==> config.mk <==
export PLATFORM = sky130hd
export DESIGN_NAME = rxa_rx_adapter
export DESIGN_NICKNAME = d
export VERILOG_FILES = /design/src/rtl/rxa_pkg.sv /design/src/rtl/rxa_fifo.sv /design/src/rtl/rxa_mii_lane.sv /design/src/rtl/rxa_rmii_lane.sv /design/src/rtl/rxa_rx_adapter.sv
export SDC_FILE = /design/constraint.sdc
export NUM_CORES = 1
export LEC_CHECK = 0
export BUFFER_PORTS_ARGS = -buffer_cell sky130_fd_sc_hd__buf_2
export CORE_ASPECT_RATIO = 0.9
export CORE_MARGIN = 1
export CORE_UTILIZATION = 60
export DETAILED_ROUTE_END_ITERATION = 10
export PLACE_DENSITY = 0.77
export SLEW_MARGIN = 15
export SYNTH_ARGS = -nofsm -noshare
export SYNTH_HDL_FRONTEND = slang
export SYNTH_SLANG_ARGS = --single-unit
==> constraint.sdc <==
create_clock -name clk -period 2.6 [get_ports clk]
set_clock_uncertainty 0.2 [all_clocks]
set_input_delay 0 -clock clk [delete_from_list [all_inputs] [get_ports clk]]
set_output_delay 0 -clock clk [all_outputs]
set_load 0.02 [all_outputs]
==> src/rtl/rxa_pkg.sv <==
package rxa_pkg;
  localparam int NIB_W   = 4;
  localparam int DIBIT_W = 2;

  typedef struct packed {
    logic             last;
    logic             err;
    logic [NIB_W-1:0] nib;
  } rxa_ent_t;
endpackage

==> src/rtl/rxa_fifo.sv <==
module rxa_fifo
  import rxa_pkg::*;
#(
  parameter int DEPTH = 16
) (
  input  logic     clk,
  input  logic     rst,
  input  logic     wr,
  input  rxa_ent_t wdata,
  input  logic     rd,
  output rxa_ent_t rdata,
  output logic     empty,
  output logic     full
);
  localparam int AW = $clog2(DEPTH);

  rxa_ent_t      mem [DEPTH];
  logic [AW:0]   wptr;
  logic [AW:0]   rptr;
  logic          do_wr;
  logic          do_rd;

  assign empty = (wptr == rptr);
  assign full  = (wptr[AW] != rptr[AW]) && (wptr[AW-1:0] == rptr[AW-1:0]);
  assign do_wr = wr && !full;
  assign do_rd = rd && !empty;
  assign rdata = mem[rptr[AW-1:0]];

  // storage without reset so it maps onto distributed RAM
  always_ff @(posedge clk) begin
    if (do_wr) mem[wptr[AW-1:0]] <= wdata;
  end

  always_ff @(posedge clk) begin
    if (rst) begin
      wptr <= '0;
      rptr <= '0;
    end else begin
      if (do_wr) wptr <= wptr + 1'b1;
      if (do_rd) rptr <= rptr + 1'b1;
    end
  end
endmodule

==> src/rtl/rxa_mii_lane.sv <==
module rxa_mii_lane
  import rxa_pkg::*;
(
  input  logic             clk,
  input  logic             rst,
  input  logic             ce,
  input  logic             q_empty,
  input  rxa_ent_t         q_head,
  output logic             q_pop,
  output logic [NIB_W-1:0] d,
  output logic             dv,
  output logic             er
);
  logic gap;

  assign q_pop = ce && !q_empty && !gap;

  always_ff @(posedge clk) begin
    if (rst) begin
      d   <= '0;
      dv  <= 1'b0;
      er  <= 1'b0;
      gap <= 1'b0;
    end else if (ce) begin
      if (q_pop) begin
        d   <= q_head.nib;
        dv  <= 1'b1;
        er  <= q_head.err;
        gap <= q_head.last;
      end else begin
        d   <= '0;
        dv  <= 1'b0;
        er  <= 1'b0;
        gap <= 1'b0;
      end
    end
  end
endmodule

==> src/rtl/rxa_rmii_lane.sv <==
module rxa_rmii_lane
  import rxa_pkg::*;
#(
  parameter int HOLD = 10
) (
  input  logic               clk,
  input  logic               rst,
  input  logic               ce,
  input  logic               q_empty,
  input  rxa_ent_t           q_head,
  output logic               q_pop,
  output logic [DIBIT_W-1:0] d,
  output logic               dv,
  output logic               er
);
  localparam int SPAN = 2 * HOLD;
  localparam int PW   = $clog2(SPAN);
  localparam logic [PW-1:0] PH_MID  = PW'(HOLD - 1);
  localparam logic [PW-1:0] PH_LAST = PW'(SPAN - 1);

  logic          busy;
  logic [PW-1:0] ph;
  rxa_ent_t      cur;
  logic          at_end;

  assign at_end = (ph == PH_LAST);
  assign q_pop  = ce && !q_empty && (!busy || (at_end && !cur.last));

  always_ff @(posedge clk) begin
    if (rst) begin
      busy <= 1'b0;
      ph   <= '0;
      cur  <= '0;
      d    <= '0;
      dv   <= 1'b0;
      er   <= 1'b0;
    end else if (ce) begin
      if (busy && !at_end) begin
        ph <= ph + 1'b1;
        if (ph == PH_MID) d <= cur.nib[NIB_W-1:DIBIT_W];
      end else if (q_pop) begin
        cur  <= q_head;
        ph   <= '0;
        busy <= 1'b1;
        d    <= q_head.nib[DIBIT_W-1:0];
        dv   <= 1'b1;
        er   <= q_head.err;
      end else begin
        busy <= 1'b0;
        ph   <= '0;
        d    <= '0;
        dv   <= 1'b0;
        er   <= 1'b0;
      end
    end
  end
endmodule

==> src/rtl/rxa_rx_adapter.sv <==
module rxa_rx_adapter
  import rxa_pkg::*;
#(
  parameter int FIFO_DEPTH  = 16,
  parameter int DIBIT_HOLD  = 10
) (
  input  logic       clk,
  input  logic       rst,
  input  logic       cfg_rmii_strap,
  input  logic       mii_ce,
  input  logic       ref_ce,
  input  logic       nib_stb,
  input  logic [3:0] nib_data,
  input  logic       nib_err,
  input  logic       nib_last,
  output logic [3:0] rx_d,
  output logic       rx_dv,
  output logic       rx_er
);
  logic mode_q;

  rxa_ent_t           wr_ent;
  rxa_ent_t           head;
  logic               q_empty;
  logic               q_full;
  logic               pop;
  logic               mii_pop;
  logic               rmii_pop;
  logic [NIB_W-1:0]   mii_d;
  logic               mii_dv;
  logic               mii_er;
  logic [DIBIT_W-1:0] rmii_d;
  logic               rmii_dv;
  logic               rmii_er;

  // strap captured only while reset is held
  always_ff @(posedge clk) begin
    if (rst) mode_q <= cfg_rmii_strap;
  end

  assign wr_ent = '{last: nib_last, err: nib_err, nib: nib_data};
  assign pop    = mode_q ? rmii_pop : mii_pop;

  rxa_fifo #(.DEPTH(FIFO_DEPTH)) u_fifo (
    .clk   (clk),
    .rst   (rst),
    .wr    (nib_stb),
    .wdata (wr_ent),
    .rd    (pop),
    .rdata (head),
    .empty (q_empty),
    .full  (q_full)
  );

  rxa_mii_lane u_mii (
    .clk     (clk),
    .rst     (rst),
    .ce      (mii_ce && !mode_q),
    .q_empty (q_empty),
    .q_head  (head),
    .q_pop   (mii_pop),
    .d       (mii_d),
    .dv      (mii_dv),
    .er      (mii_er)
  );

  rxa_rmii_lane #(.HOLD(DIBIT_HOLD)) u_rmii (
    .clk     (clk),
    .rst     (rst),
    .ce      (ref_ce && mode_q),
    .q_empty (q_empty),
    .q_head  (head),
    .q_pop   (rmii_pop),
    .d       (rmii_d),
    .dv      (rmii_dv),
    .er      (rmii_er)
  );

  // both lanes are registered; the static mode only steers them
  always_comb begin
    if (mode_q) begin
      rx_d  = {{(NIB_W-DIBIT_W){1'b0}}, rmii_d};
      rx_dv = rmii_dv;
      rx_er = rmii_er;
    end else begin
      rx_d  = mii_d;
      rx_dv = mii_dv;
      rx_er = mii_er;
    end
  end
endmodule

Word level (Yosys, flattened, before mapping)
Memory sizes are Yosys's and may differ from the RTL's. A register that Yosys moved wholly into a read port is not among the register bits.
Index checks and enable logic that the tools add are counted.
{ "op_classes": {"add_sub_neg": 3, "eq_ne": 6, "mux": 18, "bitwise": 1, "reduce_logical": 22} }
{ "ops": {"columns": ["operator", "n"], "rows": [
  ["2-to-1 mux 4 bit", 4],
  ["adder 5 x 1 -> 5 bit, second input constant", 3],
  ["logical AND 1 bit", 11],
  ["2-to-1 mux 1 bit", 10],
  ["logical NOT 1 bit", 7],
  ["2-to-1 mux 2 bit", 3],
  ["equality test 5 x 4 -> 1 bit, second input constant", 1],
  ["equality test 5 bit", 1],
  ["equality test 5 bit, second input constant", 1],
  ["2-to-1 mux 5 bit", 1],
  ["equality test 4 bit", 1],
  ["AND reduction 2 bit", 2],
  ["AND reduction 3 bit", 1],
  ["!= test 2 bit, second input constant", 1],
  ["logical OR 1 bit", 1],
  ["!= test 1 bit", 1],
  ["NOT 1 bit", 1]
]} }
{ "word_totals": {"ff_bits": 32, "mem_bits_rw": 96, "in_bits": 12, "word_cells": 64, "memories": 1} }
{ "memory_table": {"columns": ["name", "words", "word_bits", "rd", "rd_ports_with_merged_regs", "write_ports", "line_no", "text"], "rows": [
  ["u_fifo.mem", 16, 6, 1, 1, 1, "rxa_fifo.sv:17", "rxa_ent_t mem [DEPTH];"]
]} }

Depth between registers and ports, before layout
Gate-level depths: netlist of the first run.
{ "logic_depth": {"depth_word": 8, "depth_mapped": 8, "mapped_depth_nobuf": 6} }

Cells and area by module
Synthesis of the first run repeated with hierarchy kept, for this count alone.
{ "hier_totals": {"hier_cells": 334, "area_unflattened_um2": 5632.9} }
{ "by_module_without_submodules": {"columns": ["mod", "instances", "cells_each", "area_per_inst_um2"], "rows": [
  ["rxa_fifo", 1, 235, 4589.4],
  ["rxa_rmii_lane", 1, 59, 571.8],
  ["rxa_mii_lane", 1, 29, 321.6],
  ["rxa_rx_adapter", 1, 11, 150.1]
]} }

Least setup slack after synthesis of the first run
Ideal clock, no wire load.
{ "synth_path": {"kind": "reg2reg", "from": "reg u_fifo.wptr[3]", "to": "mem u_fifo.mem[0][0] in the netlist's numbering, enable pin", "setup_time_ps": 377, "arrival_ps": 1539, "required_ps": 2023, "slack_ps": 484, "stages_incl_launch_ff": 7, "path_buffers": 1, "path_cell_list": "dfxtp_1 -> buf_2 -> xnor2_1 -> nand4_2 -> o21a_1 -> nand2_1 -> nor3_1"} }
{ "synth_between": {"elab_chain_cells": 6} }
{ "synth_lines": {"columns": ["element", "line_no", "text"], "rows": [
  ["from (decl)", "rxa_fifo.sv:18", "logic [AW:0] wptr;"],
  ["from (signal assigned)", "rxa_fifo.sv:39", "if (do_wr) wptr <= wptr + 1'b1;"],
  ["equality test 4 bit", "rxa_fifo.sv:24", "assign full = (wptr[AW] != rptr[AW]) && (wptr[AW-1:0] == rptr[AW-1:0]);"],
  ["logical AND 1 bit", "rxa_fifo.sv:24", null],
  ["logical NOT 1 bit", "rxa_fifo.sv:25", "assign do_wr = wr && !full;"],
  ["logical AND 1 bit", "rxa_fifo.sv:25", null],
  ["2-to-1 mux 1 bit", "rxa_fifo.sv:31", "if (do_wr) mem[wptr[AW-1:0]] <= wdata;"],
  ["2-to-1 mux 1 bit (not written as such)", "rxa_fifo.sv:31", null],
  ["to (decl)", "rxa_fifo.sv:17", null]
]} }
Several ways; a longest one is shown, not always the timed one.

Worst setup path after layout of the first run
{ "layout_path": {"from": "reg u_fifo.wptr[3]", "to": "mem u_fifo.mem[10][2] in the netlist's numbering, enable pin"} }
Same word-level chain as after synthesis.

==> results.py, run 1 <==
metrics = {
    "clock_tree": {
        "tritoncts": "done",
        "cts_buffers": 17,
        "clk_path_buf_depth": 2,
        "clock_latency_ns": 0.52,
        "htree_levels": 4,
        "clock_sinks": 130,
        "cts.clk_slew.worst_paths_ns": 0.06,
        "postCtsSetupBuffers": 0,
        "clock-root-buffer": "clkbuf_8",
    },
    "logic_synthesis": {
        "synth_nets": 345,
        "synth_top_area_share": 0.5461,
        "synthesis.instances": 326,
        "synth_commonest_cells": "edfxtp_1, nor2_1, dfxtp_1",
        "synth_top_area_cell": "edfxtp_1",
        "yosysMostFrequentCell": "edfxtp_1",
        "synth_area_um2": 5334,
        "synth-edff-count": 97,
        "yosysUniqueCellTypes": 41,
        "ys_async_sr_fraction": 0,
        "yosysWarningCount": 0,
        "syn-mean-instance-area_um2": 16.36,
        "yosys_register_bits": 130,
        "synth.area.top_cells": "edfxtp_1, dfxtp_1, mux4_1",
        "synthFlopType": "edfxtp_1",
        "seq_area_frac_synth": 0.6700,
    },
    "worst_setup_path": {
        "crit_path_max_fanout": 9,
        "worst_ep_required_time_ns": 2.55,
        "cp_num_buf_inv": 0,
        "worstPathCellList": "xnor2_1 > nand4_2 > o21a_1 > nand2_1 > nor2_1",
        "cp_top_family": "simple AND/OR/NAND/NOR gates",
        "cp-end-kind": "flop",
        "cp-start-kind": "flop",
        "critPathArrivalTime_ns": 2.33,
        "worstSetupPathType": "reg2reg",
        "worst_path_max_delay_cell": "dfxtp_1",
        "slowest_delay_ns": 0.52,
    },
    "die": {
        "io_pins": 18,
        "die_w_um": 101.4,
        "core_um2": 8608,
        "initial_utilization": 0.6196,
        "die_area_um2": 9271,
        "rows": 32,
        "die_h_um": 91.45,
    },
    "sta": {
        "rsz0062_at_grt": "false",
        "fmaxAchievable_mhz": 420.0,
        "period_needed_ns": 2.381,
        "setup_ws_ns": 0.2193,
        "timing.final.crit_share": 0.9157,
        "setup_viol": 0,
        "setup_tns_ns": 0,
        "slew_violations": 0,
        "holdWs_ns": 0.2082,
        "relSlewSlack": 0.5705,
        "worst_pin_slew_ns": 0.6414,
        "hold_violations": 0,
    },
    "global_route": {
        "grt_pass1_vias": 2950,
        "grt_antenna_before_repair": 0,
        "grt_pass1_wl_um": 15770,
        "grt_usage": 0.2461,
        "grt_max_degree": 27,
        "overflow": 0,
    },
    "layout": {
        "diodes": 0,
        "nFillCells": 529,
        "layout-drive-gt1-share": 0.1688,
        "syn_to_final_growth_pct": 18.11,
        "final_area_um2": 6300,
        "ff_latch_area_um2": 3573,
        "multiInputGateArea_um2": 1654,
        "finalNetCount": 391,
    },
    "detailed_routing": {
        "wire_per_inst_um": 20.30,
        "drtPass1Iterations": 5,
        "postRouteAntennaNets": 0,
        "num_vias": 2936,
        "avgViaCountPerCell": 5.825,
        "drt_iter0_drc": 184,
        "totalWireLength_um": 10230,
        "drc": 0,
    },
    "run_status": {
        "status": "finished clean",
    },
    "place": {
        "dpl.hpwl_um": 6305,
        "gp_congestion": 0.8464,
        "post_dp_cell_area_um2": 5553,
        "place_ws_ns": 0.2823,
        "portBuffers": 17,
    },
    "power": {
        "p_leak_nw": 2.241,
        "vdd_drop_max_uv": 672.5,
        "power.density_nw_per_um2": 830.0,
    },
    "worst_hold_path": {
        "hold_class": "in2reg",
    },
    "job": {
        "max_cap_viol_count": 0,
    },
}
logic make-up (layout without fill, tap and decap cells):
| logic type | after synthesis | in the layout | synth area share |
|---|---|---|---|
| flip-flops | 130 | 130 | 0.6699 |
| AND/OR/NAND/NOR | 82 | 82 | 0.07319 |
| AO/OA/AOI/OAI | 41 | 41 | 0.05794 |
| multiplexers | 33 | 33 | 0.1346 |
| XOR/XNOR | 17 | 17 | 0.02791 |
| buffers and inverters | 16 | 75 | 0.01994 |
| adder cells (fa/ha/maj) | 7 | 7 | 0.01642 |
per-layer routing:
| layer | track usage | wire length (um) |
|---|---|---|
| met5 | 0 | 0 |
| met4 | 0.1208 | 231 |
| met3 | 0.07005 | 471 |
| met2 | 0.3923 | 5119 |
| met1 | 0.3093 | 4409 |
placed cells by master (no fill, tap or decap), types with 4 or more instances in the layout:
cell type      netlist  layout
mux4_1              22      22
ha_1                 7       7
nand2_1             14      14
a22oi_1             12      12
nor2_1              38      38
buf_4                0       8
clkbuf_16            0      16
nor3_1               5       5
xor2_1              10      10
dlygate4sd3_1        0      14
clkinv_4             0       4
a22o_1               7       7
buf_2                5      17
nand2b_1             5       5
mux2_2               4       4
o211ai_1             8       8
nor2b_1              6       6
mux2i_1              5       5
edfxtp_1            97      97
xnor2_1              7       7
bufinv_16            0       4
dfxtp_1             33      33
power by group:
| group | leakage [nW] | total (W) | internal [W] | switching (W) |
|---|---|---|---|---|
| clock network | 0.292 | 0.00241 | 0.00155 | 0.000862 |
| registers | 1.14 | 0.00233 | 0.00229 | 0.0000426 |
| logic | 0.803 | 0.000488 | 0.000231 | 0.000257 |
stage by stage:
stage,instances,power [W],util
floorplan,326,0.002724,-
global placement,458,0.002825,0.6451
detailed placement,458,0.002838,0.6451
CTS,504,0.005250,0.7318
global route,504,0.005387,0.7318
finish,504,0.005229,0.7318
final cells by class:
cell class | count | area share
Clock inverter | 14 | 0.02999
Timing Repair Buffer | 40 | 0.04846
Multi-Input combinational cell | 180 | 0.2626
Clock buffer | 18 | 0.06634
Inverter | 3 | 0.001787
Tap cell | 119 | 0.02363
Sequential cell | 130 | 0.5672
sequential cells by signal (all words and copies together) (netlist names), 2 cells and up, named ones only:
name / count
u_rmii.d: 2
u_rmii.cur: 3
u_fifo.rptr: 5
u_fifo.wptr: 5
u_fifo.mem: 96
u_rmii.ph: 5
u_mii.d: 4
path summary, 6_finish.rpt:
path	slack, ns	from	to	cells past startpoint
setup / recovery	0.22	u_fifo.wptr[3]	u_fifo.mem[10][2]	5
hold reg to reg	0.27	u_mii.d[2]	u_mii.d[2]	1
setup reg to reg	0.22	u_fifo.wptr[3]	u_fifo.mem[10][2]	5
hold / removal	0.21	nib_last	u_fifo.mem[3][5]	2
what timing repair did:
| item | in CTS | in global routing |
|---|---|---|
| resized for setup | 0 | 0 |
| endpoints found under the hold margin | 143 | 0 |
| hold buffers | 14 | 0 |
No activity file was read; power rests on OpenSTA's default activity.
==> inputs of run 2 (changes only) <==
CTS_BUF_LIST = sky130_fd_sc_hd__clkbuf_2   (was unset)
==> run 2 against run 1 <==
Clock power decreased by 44%; worst hold slack lost 0.14 ns; maximum frequency is 0.35% lower; non-clock buffer count stayed put; utilization fell by 3.8 points; register-to-register slack hardly changed.
==> results.py, run 2 (synthesis results as in run 1) <==
metrics = {
    "run_status": {
        "status": "finished clean",
    },
    "detailed_routing": {
        "postRouteAntennaNets": 0,
        "totalWireLength_um": 9805,
        "avgViaCountPerCell": 5.780,
        "wire_per_inst_um": 19.45,
        "num_vias": 2913,
        "drc": 0,
        "drt_iter0_drc": 182,
        "drtPass1Iterations": 6,
    },
    "layout": {
        "nFillCells": 583,
        "layout-drive-gt1-share": 0.1714,
        "final_common_cell": "edfxtp_1",
        "diodes": 0,
        "syn_to_final_growth_pct": 11.96,
        "layout.cells.most_common_list": "edfxtp_1, nor2_1, dfxtp_1",
        "instances_no_fill": 504,
        "largest_register_ff_count": 96,
        "finalNetCount": 391,
    },
    "die": {
        "core_um2": 8608,
        "initial_utilization": 0.6196,
        "die_w_um": 101.4,
        "die_h_um": 91.45,
        "die_area_um2": 9271,
        "rows": 32,
        "io_pins": 18,
    },
    "clock_tree": {
        "tritoncts": "done",
        "post_cts_resized": 0,
        "clock-root-buffer": "clkbuf_2",
        "htree_levels": 4,
        "clk_path_buf_depth": 2,
        "clock_latency_ns": 0.64,
        "clock_sinks": 130,
        "cts.clk_slew.worst_paths_ns": 0.20,
        "cts_buffers": 17,
        "postCtsSetupBuffers": 0,
        "postCtsHoldBufs": 14,
    },
    "worst_setup_path": {
        "critPathArrivalTime_ns": 2.47,
        "cp-end-kind": "flop",
        "worst_ep_required_time_ns": 2.69,
        "cp-start-kind": "flop",
        "crit_path_max_fanout": 9,
        "worstSetupPathType": "reg2reg",
    },
    "sta": {
        "setup_viol": 0,
        "worst_pin_slew_ns": 0.6749,
        "rsz0062_at_grt": "false",
        "relSlewSlack": 0.5484,
        "setup_tns_ns": 0,
        "slew_violations": 0,
        "hold_violations": 0,
        "period_needed_ns": 2.389,
        "fmaxAchievable_mhz": 418.6,
        "timing.final.crit_share": 0.9189,
    },
    "power": {
        "p_leak_nw": 2.110,
        "vdd_drop_max_uv": 544.8,
        "power.density_nw_per_um2": 698.7,
    },
    "job": {
        "max_cap_viol_count": 0,
    },
    "global_route": {
        "grt_max_degree": 27,
        "grt_pass1_wl_um": 15040,
        "grt_pass1_vias": 2921,
        "grt_antenna_before_repair": 0,
        "grt_usage": 0.2310,
        "overflow": 0,
    },
    "place": {
        "gp_congestion": 0.8464,
        "placed_cells": 458,
        "portBuffers": 17,
        "dpl.hpwl_um": 6305,
    },
    "worst_hold_path": {
        "hold_class": "in2reg",
    },
}
-- run 2: cell counts in the layout (fill, tap and decap cells not counted) --
No cell type changed its count.
-- run 2: path summary, 6_finish.rpt --
path,slack (ns),start,depth (start not counted),endpoint
worst min-delay path,0.07,nib_last,2,u_fifo.mem[5][5]
worst min register to register,0.30,u_mii.d[2],1,u_mii.d[2]
worst max register to register,0.21,u_fifo.wptr[3],5,u_fifo.mem[4][4]
worst max-delay path,0.21,u_fifo.wptr[3],5,u_fifo.mem[4][4]
-- run 2: cell type report --
type	instances	area [um^2]	share of cell area
clock buffer	18	90.09	0.01508
multi-input combinational	180	1654	0.2770
tap	119	148.9	0.02493
sequential	130	3573	0.5984
inverter	3	11.26	0.001886
clock inverter	14	188.9	0.03164
timing repair buffer	40	305.3	0.05112
-- run 2: per-stage QoR --
stage,area [um^2],power [W],worst slack [ns],utilization,hold slack (ns)
after floorplan,5334,0.002724,0.4843,-,-0.1011
after global routing,5972,0.004317,0.09028,0.6938,0.01488
final,5972,0.004173,0.2109,0.6938,0.06517
after CTS,5972,0.004194,0.2441,0.6938,0.01973
after detailed placement,5553,0.002838,0.2823,0.6451,-0.01938
after global placement,5553,0.002825,0.3584,0.6451,-0.01928
-- run 2: layer usage --
metal	global-route usage	wire, um	vias to the layer above
li1	-	-	1374
met1	0.2921	4037	1422
met2	0.3753	4975	102
met3	0.06236	623	15
met4	0.09903	168	0
met5	0	0	-
-- run 2: worst max-delay path: stages, from the launching register on --
cell	delay [ns]
dfxtp_1	0.55
xnor2_1	0.13
nand4_2	0.20
o21a_1	0.27
nand2_1	0.15
nor2_1	0.56
-- run 2: power by group --
group / internal (W) / switching, W / total, W
logic: 0.000231 / 0.000253 / 0.000484
clock network: 0.000632 / 0.000733 / 0.00136
registers: 0.00228 / 0.0000417 / 0.00232
total: 0.00315 / 0.00103 / 0.00417
